**src/rtl/stride_pf_pkg.sv**
```systemverilog
package stride_pf_pkg;

    typedef logic [1:0] conf_t;

    localparam conf_t CONF_ZERO  = 2'd0;
    localparam conf_t CONF_SEEN  = 2'd1;
    localparam conf_t CONF_ISSUE = 2'd2;
    localparam conf_t CONF_MAX   = 2'd3;

    // Confidence after one more observed stride
    function automatic conf_t conf_step(input conf_t cur, input logic same);
        if (!same)
            return CONF_SEEN;
        else if (cur == CONF_MAX)
            return cur;
        else
            return cur + 2'd1;
    endfunction

    function automatic logic conf_ready(input conf_t c);
        return c >= CONF_ISSUE;
    endfunction

endpackage

```
**src/rtl/stride_table.sv**
```systemverilog
module stride_table
    import stride_pf_pkg::*;
#(
    parameter int PC_W    = 32,
    parameter int ADDR_W  = 32,
    parameter int ENTRIES = 16,
    parameter int TAG_W   = 6,
    parameter int DIST    = 2
) (
    input  logic              clk,
    input  logic              rst,
    input  logic              acc_valid,
    input  logic [PC_W-1:0]   acc_pc,
    input  logic [ADDR_W-1:0] acc_addr,
    output logic              pf_valid,
    output logic [ADDR_W-1:0] pf_addr
);
    localparam int IDX_W = $clog2(ENTRIES);
    localparam logic [ADDR_W-1:0] DIST_V = ADDR_W'(DIST);

    typedef struct packed {
        logic              valid;
        logic [TAG_W-1:0]  tag;
        logic [ADDR_W-1:0] last;
        logic [ADDR_W-1:0] stride;
        conf_t             conf;
    } entry_t;

    entry_t            tbl_q [ENTRIES];
    entry_t            cur_e;
    entry_t            nxt_e;
    logic [IDX_W-1:0]  idx;
    logic [TAG_W-1:0]  tag;
    logic              tag_hit;
    logic              stride_eq;
    logic              issue;
    logic [ADDR_W-1:0] new_stride;

    assign idx = acc_pc[IDX_W-1:0];
    assign tag = acc_pc[IDX_W +: TAG_W];

    always_comb begin
        cur_e      = tbl_q[idx];
        tag_hit    = cur_e.valid && (cur_e.tag == tag);
        new_stride = acc_addr - cur_e.last;
        stride_eq  = (new_stride == cur_e.stride);
        nxt_e      = cur_e;
        if (!tag_hit) begin
            nxt_e.valid  = 1'b1;
            nxt_e.tag    = tag;
            nxt_e.last   = acc_addr;
            nxt_e.stride = '0;
            nxt_e.conf   = CONF_ZERO;
        end else begin
            nxt_e.last   = acc_addr;
            nxt_e.stride = new_stride;
            nxt_e.conf   = conf_step(cur_e.conf, stride_eq);
        end
        issue = acc_valid && tag_hit && conf_ready(nxt_e.conf) && (new_stride != '0);
    end

    always_ff @(posedge clk) begin
        if (rst) begin
            for (int i = 0; i < ENTRIES; i++) tbl_q[i] <= '0;
            pf_valid <= 1'b0;
            pf_addr  <= '0;
        end else begin
            pf_valid <= issue;
            if (issue) pf_addr <= acc_addr + new_stride * DIST_V;
            if (acc_valid) tbl_q[idx] <= nxt_e;
        end
    end

    assert_alloc_quiet_R2: assert property (@(posedge clk) disable iff (rst)
        (acc_valid && !tag_hit) |=> !pf_valid);

    assert_zero_stride_R5: assert property (@(posedge clk) disable iff (rst)
        (acc_valid && tag_hit && new_stride == '0) |=> !pf_valid);

    assert_broken_stride_R3: assert property (@(posedge clk) disable iff (rst)
        (acc_valid && tag_hit && !stride_eq) |=> !pf_valid);

    assert_req_after_access_R4: assert property (@(posedge clk) disable iff (rst)
        pf_valid |-> $past(acc_valid));

endmodule

```
**src/rtl/pf_buffer.sv**
```systemverilog
module pf_buffer #(
    parameter int ADDR_W = 32,
    parameter int DATA_W = 32,
    parameter int DEPTH  = 4
) (
    input  logic              clk,
    input  logic              rst,
    input  logic              fill_valid,
    input  logic [ADDR_W-1:0] fill_addr,
    input  logic [DATA_W-1:0] fill_data,
    input  logic              dem_valid,
    input  logic [ADDR_W-1:0] dem_addr,
    output logic              dem_hit,
    output logic [DATA_W-1:0] dem_data
);
    localparam int PTR_W = (DEPTH > 1) ? $clog2(DEPTH) : 1;

    logic [DEPTH-1:0]  valid_q;
    logic [ADDR_W-1:0] addr_q [DEPTH];
    logic [DATA_W-1:0] data_q [DEPTH];
    logic [PTR_W-1:0]  wptr_q;

    logic [DEPTH-1:0]  hit_vec;
    logic [DEPTH-1:0]  same_vec;
    logic [DEPTH-1:0]  wr_vec;
    logic              fill_present;

    for (genvar g = 0; g < DEPTH; g++) begin : g_cmp
        assign hit_vec[g]  = dem_valid && valid_q[g] && (addr_q[g] == dem_addr);
        assign same_vec[g] = valid_q[g] && (addr_q[g] == fill_addr);
    end

    assign fill_present = |same_vec;

    always_comb begin
        wr_vec = '0;
        if (fill_valid) begin
            if (fill_present) wr_vec = same_vec;
            else              wr_vec[wptr_q] = 1'b1;
        end
    end

    always_comb begin
        dem_data = '0;
        for (int i = 0; i < DEPTH; i++)
            if (hit_vec[i]) dem_data = dem_data | data_q[i];
    end
    assign dem_hit = |hit_vec;

    always_ff @(posedge clk) begin
        if (rst) begin
            valid_q <= '0;
            wptr_q  <= '0;
            for (int i = 0; i < DEPTH; i++) begin
                addr_q[i] <= '0;
                data_q[i] <= '0;
            end
        end else begin
            for (int i = 0; i < DEPTH; i++) begin
                if (wr_vec[i]) begin
                    valid_q[i] <= 1'b1;
                    addr_q[i]  <= fill_addr;
                    data_q[i]  <= fill_data;
                end else if (hit_vec[i]) begin
                    valid_q[i] <= 1'b0;
                end
            end
            if (fill_valid && !fill_present)
                wptr_q <= (wptr_q == PTR_W'(DEPTH - 1)) ? '0 : wptr_q + 1'b1;
        end
    end

    assert_single_copy_R9: assert property (@(posedge clk) disable iff (rst)
        $countones(same_vec) <= 1 && $countones(hit_vec) <= 1);

    assert_hit_released_R7: assert property (@(posedge clk) disable iff (rst)
        (|(hit_vec & ~wr_vec)) |=> ((valid_q & $past(hit_vec & ~wr_vec)) == '0));

endmodule

```
**src/rtl/stride_prefetcher.sv**
```systemverilog
module stride_prefetcher #(
    parameter int PC_W      = 32,
    parameter int ADDR_W    = 32,
    parameter int DATA_W    = 32,
    parameter int TBL_ENTRIES = 16,
    parameter int TAG_W     = 6,
    parameter int BUF_DEPTH = 4,
    parameter int DIST      = 2
) (
    input  logic              clk,
    input  logic              rst,
    input  logic              acc_valid,
    input  logic [PC_W-1:0]   acc_pc,
    input  logic [ADDR_W-1:0] acc_addr,
    output logic              pf_req_valid,
    output logic [ADDR_W-1:0] pf_req_addr,
    input  logic              fill_valid,
    input  logic [ADDR_W-1:0] fill_addr,
    input  logic [DATA_W-1:0] fill_data,
    input  logic              dem_valid,
    input  logic [ADDR_W-1:0] dem_addr,
    output logic              dem_hit,
    output logic [DATA_W-1:0] dem_data
);
    stride_table #(
        .PC_W(PC_W), .ADDR_W(ADDR_W), .ENTRIES(TBL_ENTRIES),
        .TAG_W(TAG_W), .DIST(DIST)
    ) u_table (
        .clk(clk), .rst(rst),
        .acc_valid(acc_valid), .acc_pc(acc_pc), .acc_addr(acc_addr),
        .pf_valid(pf_req_valid), .pf_addr(pf_req_addr)
    );

    pf_buffer #(
        .ADDR_W(ADDR_W), .DATA_W(DATA_W), .DEPTH(BUF_DEPTH)
    ) u_buf (
        .clk(clk), .rst(rst),
        .fill_valid(fill_valid), .fill_addr(fill_addr), .fill_data(fill_data),
        .dem_valid(dem_valid), .dem_addr(dem_addr),
        .dem_hit(dem_hit), .dem_data(dem_data)
    );

    assert_miss_zero_R10: assert property (@(posedge clk) disable iff (rst)
        !dem_hit |-> dem_data == '0);

endmodule

```
**config.mk**
```make
export PLATFORM = sky130hd
export DESIGN_NAME = stride_prefetcher
export DESIGN_NICKNAME = d
export VERILOG_FILES = /design/src/rtl/stride_pf_pkg.sv /design/src/rtl/stride_table.sv /design/src/rtl/pf_buffer.sv /design/src/rtl/stride_prefetcher.sv
export SDC_FILE = /design/constraint.sdc
export NUM_CORES = 2
export LEC_CHECK = 0
export ABC_AREA = 0
export BUFFER_PORTS_ARGS = -buffer_cell sky130_fd_sc_hd__buf_2
export CAP_MARGIN = 10
export CORE_ASPECT_RATIO = 0.8
export CORE_MARGIN = 2
export CORE_UTILIZATION = 63
export CTS_CLUSTER_DIAMETER = 100
export CTS_CLUSTER_SIZE = 24
export DETAILED_ROUTE_END_ITERATION = 8
export PLACE_DENSITY = 0.81
export SETUP_SLACK_MARGIN = 0.05
export SLEW_MARGIN = 15
export SYNTH_ARGS = -nofsm -noshare
export SYNTH_HDL_FRONTEND = slang
export SYNTH_SLANG_ARGS = --single-unit
export TNS_END_PERCENT = 1
```
**constraint.sdc**
```tcl
create_clock -name clk -period 9.4 [get_ports clk]
set_input_delay 0.94 -clock clk [delete_from_list [all_inputs] [get_ports clk]]
set_output_delay 0.94 -clock clk [all_outputs]
set_load 0.02 [all_outputs]
```
# Yosys cells after proc, flatten, opt, wreduce, memory -nomap -nowiden
# Memories as Yosys holds them, arrays and structs flattened.
# Index checks and enable logic that the tools add are counted.
[word_totals] register_bits=39 mem_bits_rw=1424 inputBits=165 out_inout_bits=66 n_memories=3
[op_classes] n_addsub=4 n_lt_le_gt_ge=3 eq_ne=12 mux=49 bitwise_logic=11 n_reduce_logical=27
[memory_table] name="u_table.tbl_q" depth=16 word_bits=73 read_ports=1 rd_clocked_by_memory_dff=0 write_ports=16 line_no="stride_table.sv:29" text="entry_t tbl_q [ENTRIES];"
[memory_table] name="u_buf.addr_q" depth=4 word_bits=32 read_ports=4 rd_clocked_by_memory_dff=0 write_ports=4 line_no="pf_buffer.sv:19" text="logic [ADDR_W-1:0] addr_q [DEPTH];"
[memory_table] name="u_buf.data_q" depth=4 word_bits=32 read_ports=4 rd_clocked_by_memory_dff=0 write_ports=4 line_no="pf_buffer.sv:20" text="logic [DATA_W-1:0] data_q [DEPTH];"
[op_table] op="two-way mux 32 bit" n=12
[op_table] op="== test 32 bit" n=9
[op_table] op="OR 32 bit" n=3
[op_table] op="two-way mux 73 bit" n=1
[op_table] op="OR reduction 73 bit" n=1
[op_table] op="two-way mux 34 bit" n=1
[op_table] op="adder 32 bit" n=1
[op_table] op="nonzero test 32 bit" n=1
[op_table] op="subtractor 32 bit" n=1
[op_table] op="two-way mux 1 bit" n=27
[op_table] op="logical AND 1 bit" n=18
[op_table] op="two-way mux 4 bit" n=3
[op_table] op="OR 1 bit" n=8
[op_table] op="nonzero test 2 bit" n=4
[op_table] op="OR reduction 4 bit" n=2
[op_table] op="two-way mux 7 bit" n=1
[op_table] op="== test 6 bit" n=1
[op_table] op="two-way mux 2 bit" n=3
[op_table] op="adder 2 x 1 -> 2 bit (second input constant)" n=2
[op_table] op="== test 2 bit (second input constant)" n=2
[op_table] op="less-than comparator 2 x 3 -> 1 bit (second input constant)" n=1
[op_table] op="demux 1 bit (select 2 bit)" n=1
[op_table] op=">= comparator 2 x 1 -> 1 bit (second input constant)" n=1
[op_table] op=">= comparator 2 bit (second input constant)" n=1
[op_table] op="zero test 1 bit" n=1

# Depth between registers and ports, before layout
[logic_depth] word_depth=10 ltp_mapped=31 ltp_nobuf=23

# Modules after synthesis
# From an unflattened synthesis, not the netlist that was laid out.
[unflattened] hier_cells=5059 hier_area_um2=71172.0
[by_module_without_submodules] module="stride_table" instances=1 cells_each=4010 area_per_inst_um2=57642.8 seq_area_each_um2=35734.3
[by_module_without_submodules] module="pf_buffer" instances=1 cells_each=1049 area_per_inst_um2=13529.2 seq_area_each_um2=7807.5

# Worst setup path before layout
# OpenSTA, ideal clock, no wires.
[synth_path] path_kind="input port to flip-flop" start="in acc_pc[0]" end="reg u_table.pf_addr[30]" setup_ns=0.121 t_arrival_ns=7.892 setup_slack_ns=1.387 stages=30 path_cell_list="buf_6 -> buf_6 -> buf_6 -> buf_4 -> buf_4 -> buf_2 -> clkbuf_1 -> buf_1 -> mux4_2 -> mux4_2 -> inv_1 -> ha_1 -> a21o_1 -> a221o_1 -> or2_1 -> a311o_1 -> a22oi_1 -> inv_1 -> ha_1 -> a21o_1 -> a21o_1 -> a21oi_1 -> nor2b_1 -> nor4b_1 -> a2bb2oi_1 -> o21a_1 -> o21ai_0 -> xnor2_1 -> nor2_1 -> mux2_4"
[synth_between] elab_chain_cells=8
[synth_rtl] item="from (decl)" line_no="stride_prefetcher.sv:13" text="input logic [PC_W-1:0] acc_pc,"
[synth_rtl] item="memory (16 x 73 bit) (*)"
[synth_rtl] item="subtractor 32 bit (tied with other cells)" line_no="stride_table.sv:45" text="new_stride = acc_addr - cur_e.last;"
[synth_rtl] item="== test 32 bit / two-way mux 2 bit (equally long branches)" line_no="stride_table.sv:46, stride_pf_pkg.sv:14"
[synth_rtl] item="two-way mux 2 bit" line_no="stride_pf_pkg.sv:12" text="if (!same)"
[synth_rtl] item="two-way mux 34 bit" line_no="stride_table.sv:48" text="if (!tag_hit) begin"
[synth_rtl] item=">= comparator 2 bit" line_no="stride_pf_pkg.sv:21" text="return c >= CONF_ISSUE;"
[synth_rtl] item="logical AND 1 bit (2 in series)" line_no="stride_table.sv:59" text="issue = acc_valid && tag_hit && conf_ready(nxt_e.conf) && (new_stride != '0);"
[synth_rtl] item="to (signal assigned)" line_no="stride_table.sv:69" text="if (issue) pf_addr <= acc_addr + new_stride * DIST_V;"
[synth_rtl] item="to (decl)" line_no="stride_table.sv:16" text="output logic [ADDR_W-1:0] pf_addr"
# Every way passes the cells marked *; elsewhere a longest branch is shown, timed or not.
# A chain may end at the register's enable or synchronous reset.

# Worst setup path after layout
[layout_path] start="in acc_pc[0]" end="reg u_table.pf_addr[24]"
# Same word-level chain as after synthesis.

==> results.cfg <==
[worst_setup_path]
end_kind = flop
cp.required_ps = 9990
worst-path-buf-inv = 3
worst_ep_arrival_time_ps = 7920
critPathKind = in -> reg
worst_setup_start_kind = input pin
timing.critical_path.slowest_stage_cell = sky130_fd_sc_hd__buf_8
critical_path.max_fanout = 70
path_cells = buf_8 -> mux4_2 -> mux4_2 -> inv_1 -> ha_1 -> a211oi_1 -> nor3b_1 -> or2_1 -> a311o_1 -> a22oi_1 -> inv_1 -> ha_1 -> a21o_1 -> a21o_1 -> a21oi_1 -> nor2b_1 -> nor4b_1 -> a2bb2oi_1 -> a21oi_1 -> xnor2_1 -> nor2_1 -> mux2_4
worst_stage_delay_on_the_critical_path_ps = 630
r2r-start = u_table.tbl_q[3][36]
critPathTopFamily = compound AO/OA/AOI/OAI gates
critical_path.startpoint = acc_pc[0]

[placed_design]
placedCellCount = 6397
gp_congestion = 0.977
placed_area_um2 = 72500
post_detail_place_hpwl_um = 118000
post-place-ws_ps = 1450
portBuffers = 208

[finish]
layout-drive-gt1-share = 0.167
stdcell_area_um2 = 74500
area_growth_syn_to_layout_pct = 5.91
post-route-util = 0.674
final_stage_net_count = 5212
finished_layout_cells = 6515

[timing]
worst-slew-pin-transition_ps = 1280
peak_clock_frequency_supported_by_timing_mhz = 136
maxSlewHeadroom = 0.145
fin_setup_tns_ps = 0
hold-worst-slack_ps = 469
post-route-period-util = 0.780
slew_violations = 0
setup_repair_after_global_routing_missed_its_margin = no
final.min_clock_period_ps = 7330
setup_viol = 0
hold_viol = 0
fin_ws_ps = 2070
finalClockSkew_ps = 40.0

[hold_path]
hp-start = u_table.pf_addr[0]
worstHoldPathType = reg -> reg

[routing]
detail_route.vias_per_cell = 6.88
number_of_optimization_iterations_in_the_first_detailed_route_pass = 5
drt-initial-drc-count = 6588
ant_nets = 0
drt_wl_total_um = 199000
dr_total_vias = 44838
drt-wirelength-per-cell_um = 30.6
remaining_drc_errors = 0

[cts]
tritoncts_clock_tree = done
cts.sinks = 1463
clkLatencyLatePin_ps = 730
root_buffer_cell = sky130_fd_sc_hd__clkbuf_16
ctsHtreeMaxLevel = 3
number_of_buffers_inserted_during_clock_tree_synthesis = 71
post-cts-setup-buffer-count = 0
cts_resized = 0
clockBufferDepth = 3
path_clk_slew_ps = 100
post_cts_hold_buffer_count = 0

[power_and_ir_drop]
power_density_nw_per_um2 = 182
leakage_power_summed_over_all_cells_nw = 28.3
power.ir.vdd_worst_uv = 160
totalPowerFinal_mw = 13.6

[global_routing]
grt_use_total = 0.350
grt_max_degree = 105
via_count_of_the_first_global_routing_pass = 43505
globalRoute.totalOverflow = 0
first_pass_grt_wire_length_um = 291000
antenna_found_initial = 16

[run]
timing.max_cap.violations = 0

[synthesis]
syn-mean-instance-area_um2 = 14.0
synth_edf_count = 1424
yosys_register_bits = 1463
synthesized_nets = 5281
primary_flip_flop_cell_chosen_by_synthesis_mapping = sky130_fd_sc_hd__edfxtp_1
synthDominantAreaCellType = sky130_fd_sc_hd__edfxtp_1
netlist_instances = 5041
synthesis.area_um2 = 70300
synth.yosys.seq_area_share = 0.619
synth_largest_type_area_fraction = 0.608
yosys.cell_types.count = 81
synthTopCellsByArea = sky130_fd_sc_hd__edfxtp_1 (61%), sky130_fd_sc_hd__mux4_2 (11%), sky130_fd_sc_hd__and3_1 (5.3%), sky130_fd_sc_hd__nor2_1 (3.4%), sky130_fd_sc_hd__and2_1 (2.4%)
async_reset_ff_frac = 0
yosys_warnings = 0

[floorplanning]
die_h_um = 303
row_count = 109
count_of_boundary_i_o_pins = 231
fp.dieArea_um2 = 114000
die_width_um = 378
start_util = 0.636
area_of_the_core_region_um2 = 111000

[run_status]
run_status = finished, final reports clean
==> worst reg2reg max path: stages (launching register included) <==
cell	delay [ps]
sky130_fd_sc_hd__edfxtp_1	400
sky130_fd_sc_hd__mux4_2	510
sky130_fd_sc_hd__mux4_2	480
sky130_fd_sc_hd__inv_1	70
sky130_fd_sc_hd__ha_1	270
sky130_fd_sc_hd__a211oi_1	590
sky130_fd_sc_hd__nor3b_1	200
sky130_fd_sc_hd__or2_1	340
sky130_fd_sc_hd__a311o_1	370
sky130_fd_sc_hd__a22oi_1	400
sky130_fd_sc_hd__inv_1	240
sky130_fd_sc_hd__ha_1	430
sky130_fd_sc_hd__a21o_1	210
sky130_fd_sc_hd__a21o_1	170
sky130_fd_sc_hd__a21oi_1	180
sky130_fd_sc_hd__nor2b_1	90
sky130_fd_sc_hd__nor4b_1	300
sky130_fd_sc_hd__a2bb2oi_1	340
sky130_fd_sc_hd__a21oi_1	130
sky130_fd_sc_hd__xnor2_1	450
sky130_fd_sc_hd__nor2_1	80
sky130_fd_sc_hd__mux2_4	280
==> report_power, final <==
part	leakage, nW	internal (mW)	switching [mW]
sequential	14.8	7.44	0.109
combinational	12.5	0.893	1.63
clock	0.969	1.44	2.05
==> cell type report <==
cell class,instances,area (um2)
multi-input cells,3056,25000
flip-flops and latches,1463,43500
inverters,75,282
diodes,8,20.0
clock inverters,8,115
fillers,7442,36100
repair buffers,305,1810
well taps,1498,1870
clock buffers,102,1890
==> cell families after synthesis <==
| kind of cell | after synthesis | synth area share |
|---|---|---|
| compound gates | 322 | 0.0322 |
| xor+xnor | 341 | 0.0432 |
| fa+ha+maj | 75 | 0.0136 |
| buf+inv | 522 | 0.0300 |
| flops | 1463 | 0.619 |
| mux | 391 | 0.119 |
| simple gates | 1927 | 0.143 |
==> layout by cell type, fill, tap and decap left out, types with 39 or more instances in the layout <==
cell type	n
sky130_fd_sc_hd__nor4_1	41
sky130_fd_sc_hd__nor2_1	630
sky130_fd_sc_hd__clkbuf_16	71
sky130_fd_sc_hd__inv_1	72
sky130_fd_sc_hd__ha_1	73
sky130_fd_sc_hd__and2_1	266
sky130_fd_sc_hd__nand2_1	129
sky130_fd_sc_hd__a22oi_1	78
sky130_fd_sc_hd__buf_4	96
sky130_fd_sc_hd__dfxtp_1	39
sky130_fd_sc_hd__buf_2	204
sky130_fd_sc_hd__nand4_1	56
sky130_fd_sc_hd__and3_1	599
sky130_fd_sc_hd__xor2_1	146
sky130_fd_sc_hd__xnor2_1	191
sky130_fd_sc_hd__edfxtp_1	1424
sky130_fd_sc_hd__mux4_2	346
sky130_fd_sc_hd__a21oi_1	72
==> Yosys cell counts, types with 28 or more instances <==
master                        n
sky130_fd_sc_hd__nand4_1     56
sky130_fd_sc_hd__nor2b_1     37
sky130_fd_sc_hd__and3_1     600
sky130_fd_sc_hd__and2_1     268
sky130_fd_sc_hd__nor4_1      44
sky130_fd_sc_hd__dfxtp_1     39
sky130_fd_sc_hd__buf_2       34
sky130_fd_sc_hd__mux4_2     346
sky130_fd_sc_hd__nor3_1      28
sky130_fd_sc_hd__a21oi_1     72
sky130_fd_sc_hd__edfxtp_1  1424
sky130_fd_sc_hd__inv_1       73
sky130_fd_sc_hd__ha_1        73
sky130_fd_sc_hd__a22oi_1     78
sky130_fd_sc_hd__xnor2_1    191
sky130_fd_sc_hd__nor2_1     636
sky130_fd_sc_hd__nand2_1    165
sky130_fd_sc_hd__xor2_1     146
sky130_fd_sc_hd__a21o_1      30
sky130_fd_sc_hd__o21ai_0     32
sky130_fd_sc_hd__clkbuf_1   379
==> sequential cells by signal (all words and copies together) (netlist names) <==
| register | count |
|---|---|
| u_buf.addr_q | 128 |
| u_buf.data_q | 128 |
| u_buf.valid_q | 4 |
| u_buf.wptr_q | 2 |
| u_table.pf_addr | 32 |
| u_table.pf_valid | 1 |
| u_table.tbl_q | 1168 |
==> worst paths after layout <==
| path | end | slack, ps | cells after the start |
|---|---|---|---|
| max | u_table.pf_addr[24] | 2070 | 22 |
| min | u_table.pf_addr[0] | 470 | 2 |
| max reg2reg | u_table.pf_addr[24] | 2750 | 21 |
| min reg2reg | u_table.pf_addr[0] | 470 | 2 |
==> per-layer routing <==
layer | vias to the layer above | part of all wire | track usage | wire length, um
met4 | 14 | 0.037 | 0.114 | 7290
li1 | 18625 | - | - | -
met3 | 464 | 0.14 | 0.0910 | 28900
met1 | 22381 | 0.37 | 0.506 | 73700
met5 | - | 0.00048 | 0 | 96
met2 | 3354 | 0.45 | 0.527 | 89500
(Power assumes the default switching activity.)
